`src/rtl/bfd_pkg.sv`:
```
`timescale 1ns/1ps
package bfd_pkg;
    typedef enum logic [1:0] {
        SZ_BYTE = 2'd0,
        SZ_HALF = 2'd1,
        SZ_WORD = 2'd2,
        SZ_WIDE = 2'd3
    } acc_size_e;

    typedef enum logic [1:0] {
        AB_NONE     = 2'd0,
        AB_MISALIGN = 2'd1,
        AB_UNMAPPED = 2'd2
    } abort_code_e;

    localparam int SEL_NVM  = 0;
    localparam int SEL_SRAM = 1;
    localparam int SEL_PERI = 2;
    localparam int N_SEL    = 3;
endpackage

```
`src/rtl/bfd_region_decode.sv`:
```
`timescale 1ns/1ps
module bfd_region_decode #(
    parameter int ADDR_W    = 32,
    parameter int AREA_BITS = 20,
    parameter int PERI_BITS = 28,
    parameter int N_AREA    = 3,
    parameter int BOOT_IDX  = 0,
    parameter int NVM_IDX   = 1,
    parameter int SRAM_IDX  = 2
) (
    input  logic [ADDR_W-1:0]       addr,
    input  logic                    remap,
    output logic [bfd_pkg::N_SEL-1:0] sel_raw,
    output logic                    hit
);
    import bfd_pkg::*;

    localparam int AREA_TAG_W = ADDR_W - AREA_BITS;
    localparam int PERI_TAG_W = ADDR_W - PERI_BITS;

    logic [AREA_TAG_W-1:0] area_tag;
    logic [PERI_TAG_W-1:0] peri_tag;
    logic [N_AREA-1:0]     area_hit;
    logic                  peri_hit;

    assign area_tag = addr[ADDR_W-1:AREA_BITS];
    assign peri_tag = addr[ADDR_W-1:PERI_BITS];

    for (genvar i = 0; i < N_AREA; i++) begin : g_area
        assign area_hit[i] = (area_tag == AREA_TAG_W'(i));
    end

    assign peri_hit = &peri_tag;

    always_comb begin
        sel_raw           = '0;
        sel_raw[SEL_NVM]  = area_hit[NVM_IDX]  | (area_hit[BOOT_IDX] & ~remap);
        sel_raw[SEL_SRAM] = area_hit[SRAM_IDX] | (area_hit[BOOT_IDX] &  remap);
        sel_raw[SEL_PERI] = peri_hit;
        hit               = (|area_hit) | peri_hit;
    end
endmodule

```
`src/rtl/bfd_align_check.sv`:
```
`timescale 1ns/1ps
module bfd_align_check (
    input  logic [1:0] addr_lo,
    input  logic [1:0] size,
    input  logic       fetch,
    output logic       misalign
);
    import bfd_pkg::*;

    logic bad;

    always_comb begin
        unique case (acc_size_e'(size))
            SZ_BYTE: bad = 1'b0;
            SZ_HALF: bad = addr_lo[0];
            SZ_WORD,
            SZ_WIDE: bad = |addr_lo;
            default: bad = 1'b0;
        endcase
        misalign = bad & ~fetch;
    end
endmodule

```
`src/rtl/bfd_remap_ctl.sv`:
```
`timescale 1ns/1ps
module bfd_remap_ctl #(
    parameter int                KEY_W     = 8,
    parameter logic [KEY_W-1:0]  REMAP_KEY = 8'hD1
) (
    input  logic             clk,
    input  logic             rst_n,
    input  logic             cfg_wr,
    input  logic [KEY_W-1:0] cfg_wdata,
    output logic             remap
);
    typedef struct packed {
        logic remap;
    } state_t;

    state_t st_d, st_q;

    always_comb begin
        st_d = st_q;
        if (cfg_wr && (cfg_wdata == REMAP_KEY)) begin
            st_d.remap = ~st_q.remap;
        end
    end

    always_ff @(posedge clk or negedge rst_n) begin
        if (!rst_n) begin
            st_q <= '0;
        end else begin
            st_q <= st_d;
        end
    end

    assign remap = st_q.remap;
endmodule

```
`src/rtl/bfd_abort_record.sv`:
```
`timescale 1ns/1ps
module bfd_abort_record #(
    parameter int ADDR_W   = 32,
    parameter int MASTER_W = 2
) (
    input  logic                clk,
    input  logic                rst_n,
    input  logic                fault,
    input  logic [1:0]          fault_code,
    input  logic [ADDR_W-1:0]   fault_addr,
    input  logic [1:0]          fault_size,
    input  logic                fault_write,
    input  logic [MASTER_W-1:0] fault_master,
    input  logic                stat_rd,
    output logic                stat_valid,
    output logic                stat_overrun,
    output logic [1:0]          stat_code,
    output logic [ADDR_W-1:0]   stat_addr,
    output logic [1:0]          stat_size,
    output logic                stat_write,
    output logic [MASTER_W-1:0] stat_master
);
    typedef struct packed {
        logic                valid;
        logic                overrun;
        logic [1:0]          code;
        logic [ADDR_W-1:0]   addr;
        logic [1:0]          size;
        logic                write;
        logic [MASTER_W-1:0] master;
    } rec_t;

    rec_t rec_d, rec_q;
    logic pending;

    always_comb begin
        rec_d   = rec_q;
        pending = rec_q.valid & ~stat_rd;
        if (stat_rd) begin
            rec_d.valid   = 1'b0;
            rec_d.overrun = 1'b0;
        end
        if (fault) begin
            if (pending) begin
                rec_d.overrun = 1'b1;
            end else begin
                rec_d.valid   = 1'b1;
                rec_d.overrun = 1'b0;
                rec_d.code    = fault_code;
                rec_d.addr    = fault_addr;
                rec_d.size    = fault_size;
                rec_d.write   = fault_write;
                rec_d.master  = fault_master;
            end
        end
    end

    always_ff @(posedge clk or negedge rst_n) begin
        if (!rst_n) begin
            rec_q <= '0;
        end else begin
            rec_q <= rec_d;
        end
    end

    assign stat_valid   = rec_q.valid;
    assign stat_overrun = rec_q.overrun;
    assign stat_code    = rec_q.code;
    assign stat_addr    = rec_q.addr;
    assign stat_size    = rec_q.size;
    assign stat_write   = rec_q.write;
    assign stat_master  = rec_q.master;
endmodule

```
`src/rtl/bus_front_decoder.sv`:
```
`timescale 1ns/1ps
module bus_front_decoder #(
    parameter int               ADDR_W    = 32,
    parameter int               AREA_BITS = 20,
    parameter int               PERI_BITS = 28,
    parameter int               MASTER_W  = 2,
    parameter int               KEY_W     = 8,
    parameter logic [KEY_W-1:0] REMAP_KEY = 8'hD1
) (
    input  logic                clk,
    input  logic                rst_n,
    input  logic                req_valid,
    input  logic [ADDR_W-1:0]   req_addr,
    input  logic [1:0]          req_size,
    input  logic                req_write,
    input  logic                req_fetch,
    input  logic [MASTER_W-1:0] req_master,
    output logic [2:0]          sel,
    output logic                abort,
    input  logic                cfg_wr,
    input  logic [KEY_W-1:0]    cfg_wdata,
    output logic                remap,
    input  logic                stat_rd,
    output logic                stat_valid,
    output logic                stat_overrun,
    output logic [1:0]          stat_code,
    output logic [ADDR_W-1:0]   stat_addr,
    output logic [1:0]          stat_size,
    output logic                stat_write,
    output logic [MASTER_W-1:0] stat_master
);
    import bfd_pkg::*;

    logic [N_SEL-1:0] sel_raw;
    logic             hit;
    logic             misalign;
    logic             fault;
    logic [1:0]       fault_code;

    bfd_remap_ctl #(
        .KEY_W     (KEY_W),
        .REMAP_KEY (REMAP_KEY)
    ) u_remap (
        .clk       (clk),
        .rst_n     (rst_n),
        .cfg_wr    (cfg_wr),
        .cfg_wdata (cfg_wdata),
        .remap     (remap)
    );

    bfd_region_decode #(
        .ADDR_W    (ADDR_W),
        .AREA_BITS (AREA_BITS),
        .PERI_BITS (PERI_BITS)
    ) u_decode (
        .addr    (req_addr),
        .remap   (remap),
        .sel_raw (sel_raw),
        .hit     (hit)
    );

    bfd_align_check u_align (
        .addr_lo  (req_addr[1:0]),
        .size     (req_size),
        .fetch    (req_fetch),
        .misalign (misalign)
    );

    always_comb begin
        fault      = req_valid & (~hit | misalign);
        fault_code = ~hit ? AB_UNMAPPED : AB_MISALIGN;
        abort      = fault;
        sel        = (req_valid && !fault) ? sel_raw : '0;
    end

    bfd_abort_record #(
        .ADDR_W   (ADDR_W),
        .MASTER_W (MASTER_W)
    ) u_record (
        .clk          (clk),
        .rst_n        (rst_n),
        .fault        (fault),
        .fault_code   (fault_code),
        .fault_addr   (req_addr),
        .fault_size   (req_size),
        .fault_write  (req_write),
        .fault_master (req_master),
        .stat_rd      (stat_rd),
        .stat_valid   (stat_valid),
        .stat_overrun (stat_overrun),
        .stat_code    (stat_code),
        .stat_addr    (stat_addr),
        .stat_size    (stat_size),
        .stat_write   (stat_write),
        .stat_master  (stat_master)
    );
endmodule

```
`config.mk`:
```
export PLATFORM = sky130hd
export DESIGN_NAME = bus_front_decoder
export DESIGN_NICKNAME = d
export VERILOG_FILES = /design/src/rtl/bfd_pkg.sv /design/src/rtl/bfd_region_decode.sv /design/src/rtl/bfd_align_check.sv /design/src/rtl/bfd_remap_ctl.sv /design/src/rtl/bfd_abort_record.sv /design/src/rtl/bus_front_decoder.sv
export SDC_FILE = /design/constraint.sdc
export NUM_CORES = 1
export LEC_CHECK = 0
export ABC_CLOCK_PERIOD_IN_PS = 2600
export BUFFER_PORTS_ARGS = -buffer_cell sky130_fd_sc_hd__buf_2
export CAP_MARGIN = 10
export CORE_UTILIZATION = 48
export CTS_CLUSTER_SIZE = 10
export DETAILED_ROUTE_END_ITERATION = 16
export PLACE_DENSITY = 0.93
export RECOVER_POWER = 25
export SETUP_SLACK_MARGIN = 0.2
export SLEW_MARGIN = 10
export SYNTH_ARGS = -nofsm -noshare
export SYNTH_HDL_FRONTEND = slang
export SYNTH_SLANG_ARGS = --single-unit
```
`constraint.sdc`:
```
create_clock -name clk -period 2.6 [get_ports clk]
set_input_delay 0.39 -clock clk [delete_from_list [all_inputs] [get_ports clk]]
set_output_delay 0.39 -clock clk [all_outputs]
set_load 0.005 [all_outputs]
```
Word-level counts from Yosys, hierarchy flattened --
Index checks and enable logic that the tools add are counted.
Word-level totals: register bits after elaboration 42, bits of input ports 51, output and inout bits 46, logic and storage cells 47
Operators by class: equal/unequal tests 6, multiplexer cells 8, bitwise operators 14, reduce and logical (&&, ||, !) cells 11
Operator list (number):
- 2-to-1 mux 41 bit | 1
- 2-to-1 mux 39 bit | 1
- == test 12 x 1 -> 1 bit, second input constant | 1
- == test 12 x 2 -> 1 bit, second input constant | 1
- zero test 12 bit | 1
- == test 8 bit, second input constant | 1
- bitwise AND 1 bit | 5
- inverter 1 bit | 5
- == test 2 bit, second input constant | 2
- 2-to-1 mux 2 bit | 2
- bitwise OR 1 bit | 4
- AND reduction 4 bit | 1
- OR reduction 2 bit | 2
- 2-to-1 mux 3 bit | 1
- case mux 1 bit (3 select lines) | 1
- OR reduction 3 bit | 1
- == test 2 x 1 -> 1 bit, second input constant | 1
- logical AND 1 bit | 2
- zero test 2 bit | 1
- 2-to-1 mux 1 bit | 2
- AND reduction 2 bit | 1
- nonzero test 2 bit | 1
- zero test 1 bit | 1

Logic depth before layout (Yosys ltp) --
depth after elaboration 9, mapped depth 6, gate-level depth less buffers 4

By module --
From an unflattened synthesis, not the netlist that was laid out.
Unflattened totals: cell total of the unflattened synthesis 115, area, all modules 1769.2 um^2
Modules (own cells, without submodules):
- bfd_abort_record | times used 1, cells each 89, area each 1579.0 um^2, seq. area each 1026.0 um^2
- bfd_region_decode | times used 1, cells each 12, area each 72.6 um^2, seq. area each 0.0 um^2
- bfd_remap_ctl | times used 1, cells each 5, area each 61.3 um^2, seq. area each 25.0 um^2
- bus_front_decoder | times used 1, cells each 6, area each 42.5 um^2, seq. area each 0.0 um^2
- bfd_align_check | times used 1, cells each 3, area each 13.8 um^2, seq. area each 0.0 um^2

Worst setup path before layout --
No wires, ideal clock.
path kind input to register, start point input req_addr[29], end point register u_record.rec_q, in the netlist u_record.stat_addr[15], setup time 0.125 ns, arrival 1.715 ns, required time 2.475 ns, setup slack 0.760 ns, stages on the path 6, buffers on the path 2, cells stage by stage nor4_1 > nand3_1 > a21oi_2 > buf_6 > buf_12 > mux2_4
Between the ends: word-level cells in the longest chain between the ends 7, elaborated cells on any way between the ends 10, those cells by class 2 x eq/ne; 4 x bitwise; 4 x reduce/logical
Ends and longest elaborated chain:
- from (decl) | RTL line bus_front_decoder.sv:13 | input logic [ADDR_W-1:0] req_addr,
- == test 12 x 1 -> 1 bit (tied with other cells) | RTL line bfd_region_decode.sv:30 | assign area_hit[i] = (area_tag == AREA_TAG_W'(i));
- OR reduction 3 bit | RTL line bfd_region_decode.sv:40 | hit = (|area_hit) | peri_hit;
- bitwise OR 1 bit (*) | RTL line bfd_region_decode.sv:40
- inverter 1 bit (*)
- bitwise OR 1 bit (*) | RTL line bus_front_decoder.sv:70 | fault = req_valid & (~hit | misalign);
- bitwise AND 1 bit (*) | RTL line bus_front_decoder.sv:70
- AND reduction 2 bit (no source line) (*)
- to (signal assigned) | RTL line bfd_abort_record.sv:62 | rec_q <= rec_d;
- to (decl) | RTL line bfd_abort_record.sv:33 | rec_t rec_d, rec_q;
Mark *: on every way between the ends. The rest lies on a longest branch, timed or not. A chain may end at the register's enable or synchronous reset.

Final worst setup path --
start point input req_addr[29], end point output sel[1]
Between the ends: word-level cells in the longest chain between the ends 9, elaborated cells on any way between the ends 14, those cells by class 2 x eq/ne; 1 x mux; 6 x bitwise; 5 x reduce/logical
Ends and longest elaborated chain:
- == test 12 x 1 -> 1 bit (tied with other cells) | RTL line bfd_region_decode.sv:30
- OR reduction 3 bit | RTL line bfd_region_decode.sv:40
- bitwise OR 1 bit | RTL line bfd_region_decode.sv:40
- inverter 1 bit
- bitwise OR 1 bit | RTL line bus_front_decoder.sv:70
- bitwise AND 1 bit | RTL line bus_front_decoder.sv:70
- zero test 1 bit | RTL line bus_front_decoder.sv:73 | sel = (req_valid && !fault) ? sel_raw : '0;
- logical AND 1 bit | RTL line bus_front_decoder.sv:73
- 2-to-1 mux 3 bit (*) | RTL line bus_front_decoder.sv:73
- to (decl) | RTL line bus_front_decoder.sv:18 | output logic [2:0] sel,
Marked as above.

==> impl_results.md <==
- DR WL/cell: 13.8 um
- Most used DFF post-synth: dfrtp_1
- Ys async rst share: 100%
- Logic pwr share: 24.2%
- Cell Area, Placed: 2340 um^2
- Die H: 63.8 um
- Initial antenna violation count: 0
- WP data arrival: 1.77 ns
- Worst-case reg-to-reg path depth: 5
- Crit Path Class: in2out
- Post-CTS sizing: 0
- Proportion of power drawn by the clock network: 23.8%
- CP max stage cell: nor4_2
- Worst Hold Class: in2reg
- #FFs+latches synth: 42
- Warnings, synthesis: 0
- Largest net degree at the start of global routing: 43
- Number of synthesized flops with an enable pin: 0
- Final setup TNS: 0 ns
- Clock Sinks: 42
- Layout Nets: 273
- Filler cells: 287
- Die area: 4070 um^2
- Worst hold path cell count: 2
- Design area: 2420 um^2
- P per Cell Area: 647 nW/um^2
- Hold Path Sink: u_record.stat_addr[19]
- Post-Layout Cell Count: 270
- Slew Limit Fails: 43
- Met1 wire length: 1570 um
- Sw frac: 24.9%
- WL met3: 309 um
- Post-DRT Antenna Nets: 0
- Most common cell on crit path: buf_2
- Worst Tran Pin Value: 2.13 ns
- PortBufs: 96
- CTS tree: yes
- Reg clk slew, reported paths: 0.07 ns
- VDD IR max: 0.403 mV
- Sequential Area: 1050 um^2
- Top-Level Pins: 97
- Starting density of the core: 50.0%
- R2R Path End: u_record.stat_addr[11]
- Vias in the first global route: 1271
- Commonest non-fill, non-tap cells in the layout: 95 x buf_2, 42 x dfrtp_1, 19 x mux2_4
- Slew headroom: -41.9%
- CTS Buffer Depth: 2
- Initial DRC Count: 37
- Number of diodes: 0
- RSZ-0062 raised after global routing: no
- CP max FO: 3
- Total of max-cap violations: 1
- Share of cells above drive strength 1: 64.4%
- DRT Pass-1 Iters: 3
- CP required: 2.21 ns
- Synthesized area: 1830 um^2
- Wirelength, routed: 3730 um
- DR DRC count: 0
- Area of the multi-input gates: 721 um^2
- Skew-Pair Late Insertion Delay: 0.28 ns
- Via count: 1347
- First-pass GRT wire length: 6000 um
- GP Congestion: 0.697
- Vias per cell: 4.99
- FF-to-FF Start: u_record.stat_valid
- Root buf cell: clkbuf_8
- Failing checks: capacitance limit, slew limit
- Final Hold Viols: 0
- Internal: 1180 uW
- Flop pwr share: 52.0%
- Commonest non-fill, non-tap cell in the layout: buf_2
- Unique cell type count in the Yosys netlist: 27
- Critical Path Max Stage Delay: 0.47 ns
- Buffers & Inverters on Critical Path: 2
- Met2 WL post-DR: 1810 um
- Maximum clock rate: 0.462 GHz
- Rows: 22
- Critical path endpoint category: output port
- Static leakage: 0.00125 uW
- CP Cell Sequence: buf_2, nor4_2, a31oi_1, nor3_1, nor3b_1, buf_2
- DP Wirelength: 2960 um
- Mapped Cells: 120
- Core area: 3660 um^2
- Setup violations, final: 0
- Layout area overhead: 32.4%
- P_sw: 391 uW
- Max layer used: met4
- GRT Resource Usage Total: 19.8%
- Synthesized area per cell: 15.3 um^2
- Worst Skew: 0.00853 ns
- Final period utilization: 83.2%
- Post-synthesis sequential area ratio: 57.4%
- CP top delay family: simple AND/OR/NAND/NOR gates
- Hold Buf Count CTS: 0
- Die W: 63.8 um
- R2r setup slk: 0.77 ns
- Min Tclk post-route: 2.16 ns
- Post-Syn Nets: 171
- Status: complete, but fails checks
- Final total power: 1570 uW
- DP Cell Count: 263
- Postcts setup bufs: 0
- TritonCTS Buffers: 5
- Core Util, Final: 66.2%
- HP Start: req_addr[19]
- Grt total ovfl: 0
- H-Tree Level Count: 2
- Setup crit start kind: input port
## synthesized netlist by cell type (2+ instances only)
cell     number  area share [%]
buf_12        2             2.2
dfrtp_1      42              57
inv_1         4            0.82
mux2_2       18              11
mux2_4       19              16
nand2_1       3            0.61
nand4_1       2            0.68
nor2_1        3            0.61
nor2b_1       2            0.68
nor3_1        3            0.82
nor3b_1       2            0.82
nor4_1        2            0.68
o21ai_0       4             1.1
## layout make-up
type / count / area share (%)
clock buffer: 7 / 3.15
sequential: 42 / 43.3
inverter: 4 / 0.619
timing repair buffer: 99 / 20.7
tap: 48 / 2.48
multi-input combinational: 70 / 29.7
## power by group through the flow
stage                     registers [uW]  clock network [uW]  logic [uW]
after floorplan                      836                   0         195
after global placement               825                   0         373
after detailed placement             826                   0         386
after CTS                            816                 389         387
after global routing                 830                 417         415
final                                816                 373         380
## through the flow
| step | hold slack, ns | worst slack, ns |
|---|---|---|
| after floorplan | 0.0944 | 0.760 |
| after global placement | 0.472 | 0.329 |
| after detailed placement | 0.488 | 0.241 |
| after CTS | 0.261 | 0.298 |
| after global routing | 0.321 | 0.170 |
| final | 0.338 | 0.437 |
## how the worst max path moves through the flow
stage	from	end	slack, ns	depth (start not counted)
global placement	req_addr[29]	u_record.stat_addr[5]	0.33	6
global route	rst_n	u_record.stat_write	0.17	1
CTS	req_addr[29]	sel[1]	0.30	6
detailed placement	req_addr[29]	u_record.stat_addr[11]	0.24	6
finish	req_addr[29]	sel[1]	0.44	6
floorplan	req_addr[29]	u_record.stat_addr[15]	0.76	6
## flip-flops by register name (all words and copies together), names as in the netlist
register,count
u_record.stat_code,2
u_record.stat_addr,32
u_record.stat_valid,1
u_remap.remap,1
u_record.stat_master,2
u_record.stat_size,2
u_record.stat_overrun,1
u_record.stat_write,1
## cell families (layout without fill, tap and decap cells)
logic type	Yosys count	count (layout)	synth area share, %
AND/OR/NAND/NOR	21	21	6.56
multiplexers	37	37	26.6
buffers and inverters	8	110	4.03
XOR/XNOR	1	1	0.478
flip-flops	42	42	57.4
AO/OA/AOI/OAI	11	11	4.92
## routing by layer
layer | track usage, % | up-vias
met5 | 0 | -
met1 | 24.1 | 630
met3 | 7.32 | 7
met4 | 5.97 | 0
li1 | - | 636
met2 | 32.7 | 74
Note: power is estimated with default switching activity, not from simulation.
